==> src/rtl/hpl_pkg.sv <==
// Shared lamp encoding and the decode of a manual lamp command.
// Assumes a two-bit command per port: 01 green, 10 amber, others dark.
package hpl_pkg;
    typedef enum logic [1:0] {
        LAMP_DARK  = 2'b00,
        LAMP_GREEN = 2'b01,
        LAMP_AMBER = 2'b10
    } lamp_e;

    function automatic lamp_e decode_cmd(input logic [1:0] cmd);
        case (cmd)
            2'b01:   return LAMP_GREEN;
            2'b10:   return LAMP_AMBER;
            default: return LAMP_DARK;
        endcase
    endfunction
endpackage

==> src/rtl/hpl_oc_filter.sv <==
// Synchronises one active-low over-current flag and accepts it only after
// it has stayed low for len+1 synchronised samples (len of 0 acts as 1).
// Assumes the raw flag is asynchronous to clk.
module hpl_oc_filter #(
    parameter int FW = 8
) (
    input  logic          clk,
    input  logic          rst_n,
    input  logic          oc_n,
    input  logic [FW-1:0] len,
    output logic          hit
);
    logic          sync1, sync2;
    logic [FW-1:0] run_cnt;
    logic [FW-1:0] len_eff;

    assign len_eff = (len == '0) ? FW'(1) : len;

    // two-flop synchroniser, idle high
    always_ff @(posedge clk) begin
        if (!rst_n) begin
            sync1 <= 1'b1;
            sync2 <= 1'b1;
        end else begin
            sync1 <= oc_n;
            sync2 <= sync1;
        end
    end

    // count consecutive low samples, saturating at the threshold
    always_ff @(posedge clk) begin
        if (!rst_n)                run_cnt <= '0;
        else if (sync2)            run_cnt <= '0;
        else if (run_cnt < len_eff) run_cnt <= run_cnt + FW'(1);
    end

    assign hit = !sync2 && (run_cnt >= len_eff);
endmodule

==> src/rtl/hpl_port_ctl.sv <==
// Per-port power, trip latch, change flag and lamp register.
// Assumes req_eff already folds in gang mode and port activity.
module hpl_port_ctl
    import hpl_pkg::*;
(
    input  logic       clk,
    input  logic       rst_n,
    input  logic       active,
    input  logic       suspend,
    input  logic       req_eff,
    input  logic       oc_eff,
    input  logic       conn,
    input  logic       enab,
    input  logic       err,
    input  logic       man,
    input  logic [1:0] cmd,
    input  logic       clr,
    output logic       pwr_on,
    output logic       green,
    output logic       amber,
    output logic       chg
);
    logic  trip_q;
    logic  oc_seen_q;
    logic  oc_live;
    lamp_e lamp_nx;

    assign oc_live = oc_eff && active;

    // trip latch: set by over-current, released when the request drops
    always_ff @(posedge clk) begin
        if (!rst_n)       trip_q <= 1'b0;
        else if (oc_live) trip_q <= 1'b1;
        else if (!req_eff) trip_q <= 1'b0;
    end

    // registered switch state
    always_ff @(posedge clk) begin
        if (!rst_n) pwr_on <= 1'b0;
        else        pwr_on <= req_eff && !oc_live && !trip_q;
    end

    // onset detection and sticky change flag, set beats clear
    always_ff @(posedge clk) begin
        if (!rst_n) begin
            oc_seen_q <= 1'b0;
            chg       <= 1'b0;
        end else begin
            oc_seen_q <= oc_live;
            if (oc_live && !oc_seen_q) chg <= 1'b1;
            else if (clr)              chg <= 1'b0;
        end
    end

    // next lamp colour from suspend, activity, mode and status
    always_comb begin
        if (!active || suspend)  lamp_nx = LAMP_DARK;
        else if (man)            lamp_nx = decode_cmd(cmd);
        else if (oc_live || err) lamp_nx = LAMP_AMBER;
        else if (conn && enab)   lamp_nx = LAMP_GREEN;
        else                     lamp_nx = LAMP_DARK;
    end

    // registered lamp drives
    always_ff @(posedge clk) begin
        if (!rst_n) begin
            green <= 1'b0;
            amber <= 1'b0;
        end else begin
            green <= (lamp_nx == LAMP_GREEN);
            amber <= (lamp_nx == LAMP_AMBER);
        end
    end
endmodule

==> src/rtl/hpl_port_power_led.sv <==
// Downstream port power and lamp controller, individual or gang mode.
// Assumes straps are quasi-static and port state inputs are synchronous.
module hpl_port_power_led #(
    parameter int NPORT = 4,
    parameter int FW    = 8,
    localparam int CW   = $clog2(NPORT + 1)
) (
    input  logic               clk,
    input  logic               rst_n,
    input  logic               gang_mode_i,
    input  logic               pwr_pol_i,
    input  logic [CW-1:0]      port_cnt_i,
    input  logic [FW-1:0]      oc_filt_i,
    input  logic               suspend_i,
    input  logic [NPORT-1:0]   pwr_req_i,
    input  logic [NPORT-1:0]   conn_i,
    input  logic [NPORT-1:0]   enab_i,
    input  logic [NPORT-1:0]   err_i,
    input  logic [NPORT-1:0]   oc_n_i,
    input  logic [NPORT-1:0]   oc_chg_clr_i,
    input  logic [NPORT-1:0]   led_man_i,
    input  logic [2*NPORT-1:0] led_cmd_i,
    output logic [NPORT-1:0]   pwr_en_o,
    output logic [NPORT-1:0]   led_green_o,
    output logic [NPORT-1:0]   led_amber_o,
    output logic [NPORT-1:0]   oc_chg_o
);
    logic [CW-1:0]    cnt_eff;
    logic [NPORT-1:0] active;
    logic [NPORT-1:0] hit;
    logic [NPORT-1:0] oc_eff;
    logic [NPORT-1:0] req_eff;
    logic [NPORT-1:0] pwr_on;
    logic             req_any;

    // clamp the configured port count into 2..NPORT
    always_comb begin
        if (port_cnt_i < CW'(2))          cnt_eff = CW'(2);
        else if (port_cnt_i > CW'(NPORT)) cnt_eff = CW'(NPORT);
        else                              cnt_eff = port_cnt_i;
    end

    assign req_any = |(pwr_req_i & active);

    for (genvar i = 0; i < NPORT; i++) begin : g_port
        assign active[i]  = (CW'(i) < cnt_eff);
        assign oc_eff[i]  = gang_mode_i ? hit[0] : hit[i];
        if (i == 0) begin : g_lead
            assign req_eff[i] = gang_mode_i ? req_any : (pwr_req_i[i] && active[i]);
        end else begin : g_rest
            assign req_eff[i] = !gang_mode_i && pwr_req_i[i] && active[i];
        end
        assign pwr_en_o[i] = pwr_pol_i ? pwr_on[i] : !pwr_on[i];

        hpl_oc_filter #(.FW(FW)) u_filt (
            .clk   (clk),
            .rst_n (rst_n),
            .oc_n  (oc_n_i[i]),
            .len   (oc_filt_i),
            .hit   (hit[i])
        );

        hpl_port_ctl u_ctl (
            .clk     (clk),
            .rst_n   (rst_n),
            .active  (active[i]),
            .suspend (suspend_i),
            .req_eff (req_eff[i]),
            .oc_eff  (oc_eff[i]),
            .conn    (conn_i[i]),
            .enab    (enab_i[i]),
            .err     (err_i[i]),
            .man     (led_man_i[i]),
            .cmd     (led_cmd_i[2*i+1:2*i]),
            .clr     (oc_chg_clr_i[i]),
            .pwr_on  (pwr_on[i]),
            .green   (led_green_o[i]),
            .amber   (led_amber_o[i]),
            .chg     (oc_chg_o[i])
        );
    end
endmodule

==> config.mk <==
export PLATFORM = sky130hd
export DESIGN_NAME = hpl_port_power_led
export DESIGN_NICKNAME = d
export VERILOG_FILES = /design/src/rtl/hpl_pkg.sv /design/src/rtl/hpl_oc_filter.sv /design/src/rtl/hpl_port_ctl.sv /design/src/rtl/hpl_port_power_led.sv
export SDC_FILE = /design/constraint.sdc
export NUM_CORES = 1
export LEC_CHECK = 0
export BUFFER_PORTS_ARGS = -buffer_cell sky130_fd_sc_hd__buf_2
export CORE_MARGIN = 4
export CORE_UTILIZATION = 60
export CTS_CLUSTER_SIZE = 20
export DETAILED_ROUTE_END_ITERATION = 8
export GPL_ROUTABILITY_DRIVEN = 0
export PLACE_DENSITY = 0.87
export SYNTH_ARGS = -nofsm -noshare
export SYNTH_HDL_FRONTEND = slang
export SYNTH_SLANG_ARGS = --single-unit
==> constraint.sdc <==
create_clock -name clk -period 6.2 [get_ports clk]
set_input_delay 0.31 -clock clk [delete_from_list [all_inputs] [get_ports clk]]
set_output_delay 0.31 -clock clk [all_outputs]
set_load 0.02 [all_outputs]
==> reports/metrics.csv, run 1 <==
metric,value,unit
pin count of the biggest net entering global routing,25,
Pwr Density,210.9,nW/um^2
worst hold path type,in2reg,
R2R setup slack,4.10,ns
Max Cap Viol,0,
hold depth,2,
clock sink total,64,
sequential share of the synthesized area,35.90,%
RSZ-0062 raised after global routing,no,
ys async rst share,0,%
vias in the first global route,3174,
Num CTS Buffers,9,
worst skew pair latency,0.35,ns
Slew HR,50.62,%
outcome,completed,
die area,7245,um^2
Syn Inst Count,408,
Crit path required time,6.44,ns
"Distinct cells, synth",52,
origin of the critical flop-to-flop path,g_port[3].u_filt.run_cnt[5],
Crit Path Max Fanout,4,
H-tree Lvls,3,
Max Clock Skew,0.009631,ns
via count,3134,
Setup TNS Final,0,ns
Final ANT Viol Nets,0,
GR Util All Layers,23.30,%
PostCTS Resize Cnt,0,
critical path arrival,2.44,ns
CTS tree,done,
post-synth top area cell,dfxtp_1,
io pins,68,
CP Launch Type,input port,
Slew @ Worst Pin,0.7407,ns
Syn Nets,496,
Die X,85.12,um
DP HPWL,6211,um
#FFs+latches synth,64,
clk slew on worst S/H paths,0.07,ns
Max clock buf depth,2,
ratio of final minimum period to clock period,35.46,%
setup violators final,0,
WL final,8169,um
cts hold-fix bufs,0,
"Cell Chain, Critical Path",buf_2 > nor4_1 > a41o_1 > ha_1 > nor2b_1 > o211ai_1 > a31oi_1 > o21ai_0 > a21oi_1 > o311a_1,
Leakage,1.751,nW
grt total ovfl,0,
chip height,85.12,um
Fin. Hold Viols,0,
Synth Flop Type,dfxtp_1,
fin nets,555,
min cycle time layout,2.199,ns
final hold slack,0.1427,ns
Initial DRC Count,172,
Initial Utilization,63.25,%
TritonRoute pass-1 iters,4,
synthesis-to-finish area growth,14.20,%
peak supply drop,0.0001570,V
initial antenna violation count,0,
post-synth top area share,35.90,%
n_diodes,0,
critical path type,in2reg,
Hold EP,g_port[3].u_filt.sync1,
Post-Syn Area per Cell,8.746,um^2
"Design Area, Final",4075,um^2
worst stage delay on the critical path,0.32,ns
"count leader, synth",dfxtp_1,
vias per cell,5.761,
Residual DRC,0,
share of layout cells above drive strength 1,20.34,%
per-cell routed wire length,15.02,um
min-delay src,oc_n_i[3],
Slew Limit Fails,0,
clk root buf,clkbuf_8,
global-route wire length before repair,13730,um
"Cell Area, Synth",3568,um^2
Setup crit end kind,register,
Critical-path top delay cell,a41o_1,
standard-cell row count,27,
"EDFF count, synth",0,
maximum clock frequency,454.8,MHz
placed cell area,3877,um^2
Area contributors post-synth,"dfxtp_1, ha_1, xnor2_1, a21oi_1, nor2_1",
YS warnings,0,
Core Area,5642,um^2
Post-synth top cells,"dfxtp_1, nor2_1, ha_1",
Reg2Reg Capture Point,g_port[3].u_filt.run_cnt[7],
Worst Reg2Reg Path Length in Cells,7,
setup bufs post-CTS,0,
Buffers on Ports,67,
[report_power, final]
group          switching (mW)  internal (mW)
registers             0.00295          0.417
clock network           0.168          0.196
logic                  0.0438         0.0318
total                   0.215          0.645
[critical path: cells and delay by family]
kind	cells	cell delay [ns]
AO/OA/AOI/OAI	6	1.46
buffers and inverters	1	0.11
adder cells (fa/ha/maj)	1	0.19
AND/OR/NAND/NOR	2	0.36
[layer usage]
layer / up-vias / share of wire (%) / track usage [%]
met3: 20 / 5.3 / 5.146
met5: - / 0 / 0
met2: 86 / 50 / 39.76
li1: 1563 / - / -
met1: 1465 / 42 / 27.08
met4: 0 / 2.6 / 12.37
[cells in the final DEF (no fill, tap or decap), types with 10 or more instances in the layout]
cell,count
buf_2,67
dfxtp_1,64
nor2_1,39
ha_1,36
a21oi_1,31
xnor2_1,25
nand2_1,23
inv_1,22
o21ai_0,18
nand4_1,17
nand2b_1,14
nand3_1,12
clkbuf_8,10
[registers in the layout, indices dropped and copies added, names as in the netlist]
register / flops
g_port.u_ctl.pwr_on: 4
g_port.u_ctl.amber: 4
g_port.u_ctl.chg: 4
g_port.u_filt.run_cnt: 32
g_port.u_filt.sync2: 4
g_port.u_ctl.trip_q: 4
g_port.u_ctl.green: 4
g_port.u_ctl.oc_seen_q: 4
g_port.u_filt.sync1: 4
[stage by stage]
stage	instances	power, mW	util, %	setup WS [ns]
2_1_floorplan	408	0.4730	-	4.060
3_3_place_gp	528	0.5005	68.73	3.773
3_5_place_dp	528	0.5041	68.73	3.639
4_1_cts	544	0.8602	72.23	3.995
5_1_grt	544	0.8934	72.23	3.783
6_report	544	0.8596	72.23	4.001
[worst max path at each step]
stage | start | end | slack [ns] | cells after the start
2_1_floorplan | oc_filt_i[5] | g_port[2].u_ctl.chg | 4.06 | 9
3_3_place_gp | oc_filt_i[5] | g_port[3].u_ctl.green | 3.77 | 10
3_5_place_dp | oc_filt_i[5] | g_port[3].u_ctl.green | 3.64 | 10
4_1_cts | oc_filt_i[5] | g_port[3].u_ctl.green | 3.99 | 10
5_1_grt | oc_filt_i[5] | g_port[3].u_ctl.green | 3.78 | 10
6_report | oc_filt_i[5] | g_port[2].u_ctl.amber | 4.00 | 10
[logic make-up (layout without fill, tap and decap cells)]
family / count (synthesis) / in the layout / synth area share, %
xor gates and xnor gates: 25 / 25 / 6.136
adders and majority gates: 36 / 36 / 12.62
and+or+nand+nor: 161 / 161 / 24.69
muxes: 1 / 1 / 0.2805
AOI/OAI and AO/OA: 80 / 80 / 14.80
DFF: 64 / 64 / 35.90
buffers and inverters: 41 / 105 / 5.575
[area by class of cell]
class	instances	area, um^2
multi-input cells	303	2088
fillers	430	1567
flip-flops and latches	64	1281
repair buffers	67	335.3
clock buffers	11	141.4
well taps	72	90.09
inverters	22	82.58
clock inverters	5	56.30
(Power assumes the default switching activity.)
==> inputs of run 2 (changes only) <==
--- a/config.mk
+++ b/config.mk
@@ -7,11 +7,11 @@
 export LEC_CHECK = 0
 export BUFFER_PORTS_ARGS = -buffer_cell sky130_fd_sc_hd__buf_2
 export CORE_MARGIN = 4
-export CORE_UTILIZATION = 60
+export CORE_UTILIZATION = 56
 export CTS_CLUSTER_SIZE = 20
 export DETAILED_ROUTE_END_ITERATION = 8
 export GPL_ROUTABILITY_DRIVEN = 0
-export PLACE_DENSITY = 0.87
+export PLACE_DENSITY = 0.83
 export SYNTH_ARGS = -nofsm -noshare
 export SYNTH_HDL_FRONTEND = slang
 export SYNTH_SLANG_ARGS = --single-unit
==> constraint.sdc (replaced) <==
create_clock -name clk -period 2.3 [get_ports clk]
set_input_delay 0.115 -clock clk [delete_from_list [all_inputs] [get_ports clk]]
set_output_delay 0.115 -clock clk [all_outputs]
set_load 0.02 [all_outputs]
==> run 2 against run 1 <==
Worst setup slack got worse by 3.8 ns. Sequential power rose to 2.7 times the previous value. Global-route usage fell by 1.2 points. Via count rose by 0.32%. Cell area rose by 1.1%. Combinational power rose to 2.8 times the previous value. Clock skew fell by 0.0045 ns. Critical path depth fell by 3. Critical path type is now reg2reg. Highest routed layer unchanged.
==> reports/metrics.csv, run 2 (synthesized netlist as in run 1, its figures left out) <==
metric,value,unit,change
WL final,8038,um,was 8169 um
DP HPWL,6209,um,was 6211 um
peak supply drop,0.0003630,V,was 0.0001570 V
"CP delay by family, top",simple AND/OR/NAND/NOR gates,,was compound AO/OA/AOI/OAI gates
Initial Utilization,58.88,%,was 63.25%
Max Cap Viol,0,,unchanged
PostCTS Resize Cnt,0,,unchanged
n_diodes,0,,unchanged
Final ANT Viol Nets,0,,unchanged
clk slew on worst S/H paths,0.06,ns,was 0.07 ns
min-delay src,led_cmd_i[4],,was oc_n_i[3]
setup bufs post-CTS,0,,unchanged
Residual DRC,0,,unchanged
worst stage delay on the critical path,0.44,ns,was 0.32 ns
Leakage,1.776,nW,was 1.751 nW
Max Clock Skew,0.005174,ns,was 0.009631 ns
ratio of final minimum period to clock period,92.78,%,
"Most flops, register",g_port.u_filt.run_cnt,,unchanged
Crit path required time,2.52,ns,was 6.44 ns
"commonest non-fill, non-tap cell in the layout",buf_2,,unchanged
GR Util All Layers,22.11,%,was 23.30%
chip height,87.83,um,was 85.12 um
most frequent cells in the layout,"buf_2, dfxtp_1, nor2_1, ha_1, a21oi_1",,unchanged
Core Area,6061,um^2,was 5642 um^2
vias in the first global route,3156,,was 3174
worst hold path type,in2reg,,unchanged
Die X,87.83,um,was 85.12 um
grt total ovfl,0,,unchanged
Initial DRC Count,104,,was 172
Tot Pwr,2.145,mW,was 0.8596 mW
Setup TNS Final,0,ns,unchanged
Buffers on Ports,67,,unchanged
min cycle time layout,2.134,ns,
setup violators final,0,,unchanged
outcome,completed,,unchanged
clock sink total,64,,unchanged
final hold slack,0.02371,ns,was 0.1427 ns
critical path type,reg2reg,,was in2reg
Fin. Hold Viols,0,,unchanged
synthesis-to-finish area growth,15.46,%,was 14.20%
Slew @ Worst Pin,0.6966,ns,was 0.7407 ns
R2R setup slack,0.17,ns,was 4.10 ns
hold depth,3,,was 2
Register Area,1281,um^2,unchanged
clk root buf,clkbuf_8,,unchanged
die area,7713,um^2,was 7245 um^2
Setup crit end kind,register,,unchanged
H-tree Lvls,3,,unchanged
CTS tree,done,,unchanged
standard-cell row count,28,,was 27
global-route wire length before repair,13520,um,was 13730 um
share of layout cells above drive strength 1,20.42,%,was 20.34%
Hold EP,g_port[2].u_ctl.green,,was g_port[3].u_filt.sync1
TritonRoute pass-1 iters,4,,unchanged
Crit Path Max Fanout,9,,was 4
Critical-path top delay cell,or3_1,,was a41o_1
origin of the critical flop-to-flop path,g_port[0].u_filt.run_cnt[5],,was g_port[3].u_filt.run_cnt[5]
RSZ-0062 raised after global routing,no,,unchanged
Pwr Density,520.7,nW/um^2,was 210.9 nW/um^2
initial antenna violation count,0,,unchanged
fillers,487,,was 430
Reg2Reg Capture Point,g_port[0].u_filt.run_cnt[7],,was g_port[3].u_filt.run_cnt[7]
Num CTS Buffers,9,,unchanged
Worst Reg2Reg Path Length in Cells,7,,unchanged
Slew Limit Fails,0,,unchanged
maximum clock frequency,468.6,MHz,
critical path arrival,2.35,ns,was 2.44 ns
via count,3144,,was 3134
CP Launch Type,register,,was input port
vias per cell,5.665,,was 5.761
multi-input logic area,2088,um^2,unchanged
max reg flops,32,,unchanged
fin nets,565,,was 555
CP bufs+invs,0,,was 1
io pins,68,,unchanged
per-cell routed wire length,14.48,um,was 15.02 um
worst skew pair latency,0.34,ns,was 0.35 ns
pin count of the biggest net entering global routing,25,,unchanged
Slew HR,53.56,%,was 50.62%
"Cell Chain, Critical Path",ha_1 > a21oi_1 > o21ai_2 > or3_1 > nor4b_2 > xnor2_1 > nor2_1,,was buf_2 > nor4_1 > a41o_1 > ha_1 > nor2b_1 > o211ai_1 > a31oi_1 > o21ai_0 > a21oi_1 > o311a_1
Max clock buf depth,2,,unchanged
-- run 2: cell count changes in the layout (fill, tap and decap cells not counted), sizes merged --
cell and delta:
buf +6, dlygate4sd3 +4, clkbuf +2, clkinv -2, bufinv -1, clkinvlp -1
-- run 2: metal layers --
metal / vias up / wire length, um / global-route usage, %
met3: 26 / 308 / 3.387
met4: 0 / 268 / 13.39
met1: 1475 / 3501 / 26.44
met2: 68 / 3959 / 37.19
met5: - / 0 / 0
li1: 1575 / - / -
-- run 2: worst max path at each step --
stage                                           start                     endpoint  slack (ns)  cells after the start
after global placement                   oc_filt_i[5]          g_port[2].u_ctl.chg        0.09                     10
after CTS                 g_port[0].u_filt.run_cnt[5]  g_port[0].u_filt.run_cnt[7]        0.18                      7
after detailed placement                 oc_filt_i[5]          g_port[2].u_ctl.chg        0.06                     10
after floorplan                          oc_filt_i[5]          g_port[2].u_ctl.chg        0.35                      9
after global routing      g_port[0].u_filt.run_cnt[5]  g_port[0].u_filt.run_cnt[5]        0.06                      7
final                     g_port[0].u_filt.run_cnt[5]  g_port[0].u_filt.run_cnt[7]        0.17                      7
-- run 2: tightest hold or removal path, stage by stage --
cell,delay [ns]
buf_2,0.09
nand4_1,0.06
o21ai_0,0.07
-- run 2: stage by stage --
| step | cells | setup slack, ns | utilization (%) | instance area, um^2 |
|---|---|---|---|---|
| finish | 555 | 0.1660 | 67.98 | 4120 |
| global route | 555 | 0.06301 | 67.98 | 4120 |
| CTS | 555 | 0.1753 | 67.98 | 4120 |
| detailed placement | 537 | 0.06473 | 64.78 | 3926 |
| global placement | 537 | 0.08743 | 64.78 | 3926 |
| floorplan | 408 | 0.3550 | - | 3568 |
-- run 2: report_power, final --
part | switching (mW) | internal [mW]
Clock | 0.395 | 0.408
Combinational | 0.118 | 0.0921
Sequential | 0.00776 | 1.12
-- run 2: final cells by class --
class | count | share of cell area (%)
multi-input combinational | 303 | 50.68
sequential | 64 | 31.10
timing repair buffer | 77 | 10.20
clock buffer | 13 | 3.614
tap | 75 | 2.278
inverter | 22 | 2.004
clock inverter | 1 | 0.1215
-- run 2: timing repair --
item | 4_1_cts | 5_1_grt
hold buffers | 4 | 0
endpoints found under the hold margin | 4 | 0
endpoints found under the setup margin | 0 | 0
==> inputs of run 3 (changes only) <==
--- a/config.mk
+++ b/config.mk
@@ -5,7 +5,7 @@
 export SDC_FILE = /design/constraint.sdc
 export NUM_CORES = 1
 export LEC_CHECK = 0
-export BUFFER_PORTS_ARGS = -buffer_cell sky130_fd_sc_hd__buf_2
+export BUFFER_PORTS_ARGS = -buffer_cell sky130_fd_sc_hd__clkbuf_2
 export CORE_MARGIN = 4
 export CORE_UTILIZATION = 56
 export CTS_CLUSTER_SIZE = 20
==> constraint.sdc (replaced) <==
create_clock -name clk -period 2.3 [get_ports clk]
set_input_delay 0.23 -clock clk [delete_from_list [all_inputs] [get_ports clk]]
set_output_delay 0.23 -clock clk [all_outputs]
set_load 0.02 [all_outputs]
==> run 3 against run 2 <==
Clock-buffer cell count is 2 lower. Critical path depth is 4 higher. Flip-flop and latch count stayed put. Hold slack better by 0.043 ns. Via count is 1.2% higher. Critical path type is now in2reg. Largest cell class unchanged. Largest power group unchanged. Non-clock buffer count is 5 higher.
==> reports/metrics.csv, run 3 (synthesized netlist as in run 1, its figures left out) <==
metric,value,unit,change
Slew @ Worst Pin,0.6300,ns,was 0.6966 ns
standard-cell row count,28,,unchanged
Worst Setup SP,oc_filt_i[5],,was g_port[0].u_filt.run_cnt[5]
worst hold path type,in2reg,,unchanged
Slew Limit Fails,0,,unchanged
peak supply drop,0.0005132,V,was 0.0003630 V
fin nets,570,,was 565
"Cell Chain, Critical Path",clkbuf_2 > nor4_1 > a41o_1 > buf_4 > ha_1 > nor2b_1 > o211ai_1 > a21oi_1 > nor4_1 > xnor2_1 > nor2_1,,was ha_1 > a21oi_1 > o21ai_2 > or3_1 > nor4b_2 > xnor2_1 > nor2_1
Max clock buf depth,2,,unchanged
most frequent cells in the layout,"clkbuf_2, dfxtp_1, nor2_1, ha_1, a21oi_1",,"was buf_2, dfxtp_1, nor2_1, ha_1, a21oi_1"
"commonest non-fill, non-tap cell in the layout",clkbuf_2,,was buf_2
R2R setup slack,0.22,ns,was 0.17 ns
stages on the worst setup path,11,,was 7
max reg flops,32,,unchanged
min cycle time layout,2.093,ns,was 2.134 ns
clock sink total,64,,unchanged
worst stage delay on the critical path,0.39,ns,was 0.44 ns
synthesis-to-finish area growth,17.88,%,was 15.46%
Reg power frac,47.4,%,was 52.8%
GR Util All Layers,22.22,%,was 22.11%
Critical-path top delay cell,nor4_1,,was or3_1
"Design Area, Final",4207,um^2,was 4120 um^2
Core Area,6061,um^2,unchanged
n_diodes,0,,unchanged
grt total ovfl,0,,unchanged
Initial Utilization,58.88,%,unchanged
RSZ-0062 raised after global routing,no,,unchanged
TritonRoute pass-1 iters,4,,unchanged
crit path to,g_port[3].u_filt.run_cnt[6],,was g_port[0].u_filt.run_cnt[7]
via count,3181,,was 3144
share of layout cells above drive strength 1,22.59,%,was 20.42%
dpl cells,546,,was 537
pin count of the biggest net entering global routing,16,,was 25
final hold slack,0.06699,ns,was 0.02371 ns
Post-Layout Cell Count,562,,was 555
initial antenna violation count,0,,unchanged
setup bufs post-CTS,0,,unchanged
Tot Pwr,2.391,mW,was 2.145 mW
Num CTS Buffers,9,,unchanged
Worst Reg2Reg Path Length in Cells,7,,unchanged
ratio of final minimum period to clock period,91.01,%,was 92.78%
switch share,23.59,%,was 24.27%
CP Launch Type,input port,,was register
io pins,68,,unchanged
clk root buf,clkbuf_8,,unchanged
"CP delay by family, top",simple AND/OR/NAND/NOR gates,,unchanged
Crit path required time,2.52,ns,about the same
global-route wire length before repair,13520,um,about the same
critical path type,in2reg,,was reg2reg
vias per cell,5.660,,was 5.665
clk slew on worst S/H paths,0.07,ns,was 0.06 ns
crit-path most repeated cell,nor4_1,,
H-tree Lvls,3,,unchanged
Comb power frac,8.8,%,was 9.8%
Fin. Hold Viols,0,,unchanged
Psw,0.5640,mW,was 0.5207 mW
cts hold-fix bufs,0,,was 4
Crit Path Max Fanout,9,,unchanged
maximum clock frequency,477.7,MHz,was 468.6 MHz
Final ANT Viol Nets,0,,unchanged
fillers,479,,was 487
multi-input logic area,2088,um^2,unchanged
clock share of power,43.8,%,was 37.4%
Register Area,1281,um^2,unchanged
Pwr Density,568.4,nW/um^2,was 520.7 nW/um^2
PostCTS Resize Cnt,0,,unchanged
outcome,completed,,unchanged
Max Cap Viol,0,,unchanged
Reg2Reg Capture Point,g_port[2].u_ctl.chg,,was g_port[0].u_filt.run_cnt[7]
per-cell routed wire length,14.37,um,was 14.48 um
Residual DRC,0,,unchanged
Pint,1.827,mW,was 1.625 mW
setup violators final,0,,unchanged
Leakage,1.830,nW,was 1.776 nW
origin of the critical flop-to-flop path,g_port[0].u_filt.run_cnt[3],,was g_port[0].u_filt.run_cnt[5]
Die X,87.83,um,unchanged
Buffers on Ports,67,,unchanged
Initial DRC Count,144,,was 104
WL final,8078,um,was 8038 um
"Most flops, register",g_port.u_filt.run_cnt,,unchanged
worst skew pair latency,0.34,ns,about the same
Max Clock Skew,0.007640,ns,was 0.005174 ns
Setup crit end kind,register,,unchanged
critical path arrival,2.31,ns,was 2.35 ns
Slew HR,58.00,%,was 53.56%
CP bufs+invs,2,,was 0
DP HPWL,6439,um,was 6209 um
vias in the first global route,3136,,was 3156
Setup TNS Final,0,ns,unchanged
die area,7713,um^2,unchanged
chip height,87.83,um,unchanged
CTS tree,done,,unchanged
placed cell area,3994,um^2,was 3926 um^2
==> run 3: cell count changes in the layout (fill, tap and decap cells not counted) <==
cell / previous run / this run
bufinv_16: 0 / 2
buf_4: 6 / 15
clkbuf_8: 10 / 9
clkinvlp_4: 0 / 1
clkbuf_1: 3 / 2
dlygate4sd3_1: 4 / 0
clkbuf_2: 0 / 67
buf_2: 67 / 0
clkinv_4: 0 / 1
==> run 3: area by class of cell <==
type	count	area share [%]
inverter	22	1.963
clock buffer	11	3.123
multi-input combinational	303	49.64
tap	75	2.231
sequential	64	30.46
clock inverter	5	1.933
timing repair buffer	82	10.65
==> run 3: worst min path at each step <==
stage	startpoint	end	slack, ns	cells after the start
global placement	g_port[1].u_filt.sync1	g_port[1].u_filt.sync2	0.39	1
global route	oc_n_i[1]	g_port[1].u_filt.sync1	0.07	2
finish	oc_n_i[3]	g_port[3].u_filt.sync1	0.07	2
floorplan	oc_n_i[0]	g_port[0].u_filt.sync1	0.33	1
CTS	oc_n_i[3]	g_port[3].u_filt.sync1	0.06	2
detailed placement	g_port[2].u_filt.sync1	g_port[2].u_filt.sync2	0.39	1
==> run 3: power groups by stage <==
stage	combinational (mW)	clock (mW)	sequential [mW]
global route	0.234	1.10	1.13
finish	0.210	1.05	1.13
CTS	0.210	1.06	1.13
detailed placement	0.209	0	1.16
global placement	0.201	0	1.16
floorplan	0.120	0	1.16
==> run 3: through the flow <==
stage | worst slack, ns | util [%]
2_1_floorplan | 0.2400 | -
3_3_place_gp | 0.01705 | 65.90
3_5_place_dp | -0.1014 | 65.90
4_1_cts | 0.2030 | 69.41
5_1_grt | 0.08294 | 69.41
6_report | 0.2067 | 69.41
==> run 3: worst register-to-register path, cell delays in order (launching register included) <==
cell and delay, ns:
dfxtp_1 0.37, ha_1 0.37, nand4_1 0.11, and2_4 0.16, a2111oi_4 0.41, nor2_2 0.10
and2_1 0.18, o41ai_2 0.28
==> run 3: routing by layer <==
metal  share of wire, %  GRT usage (%)  wire length [um]  up-vias
li1                   -              -                 -     1597
met1                 41          25.29              3350     1490
met2                 52          38.70              4191       70
met3                3.5          4.045               281       24
met4                3.1          12.97               254        0
met5                  0              0                 0        -
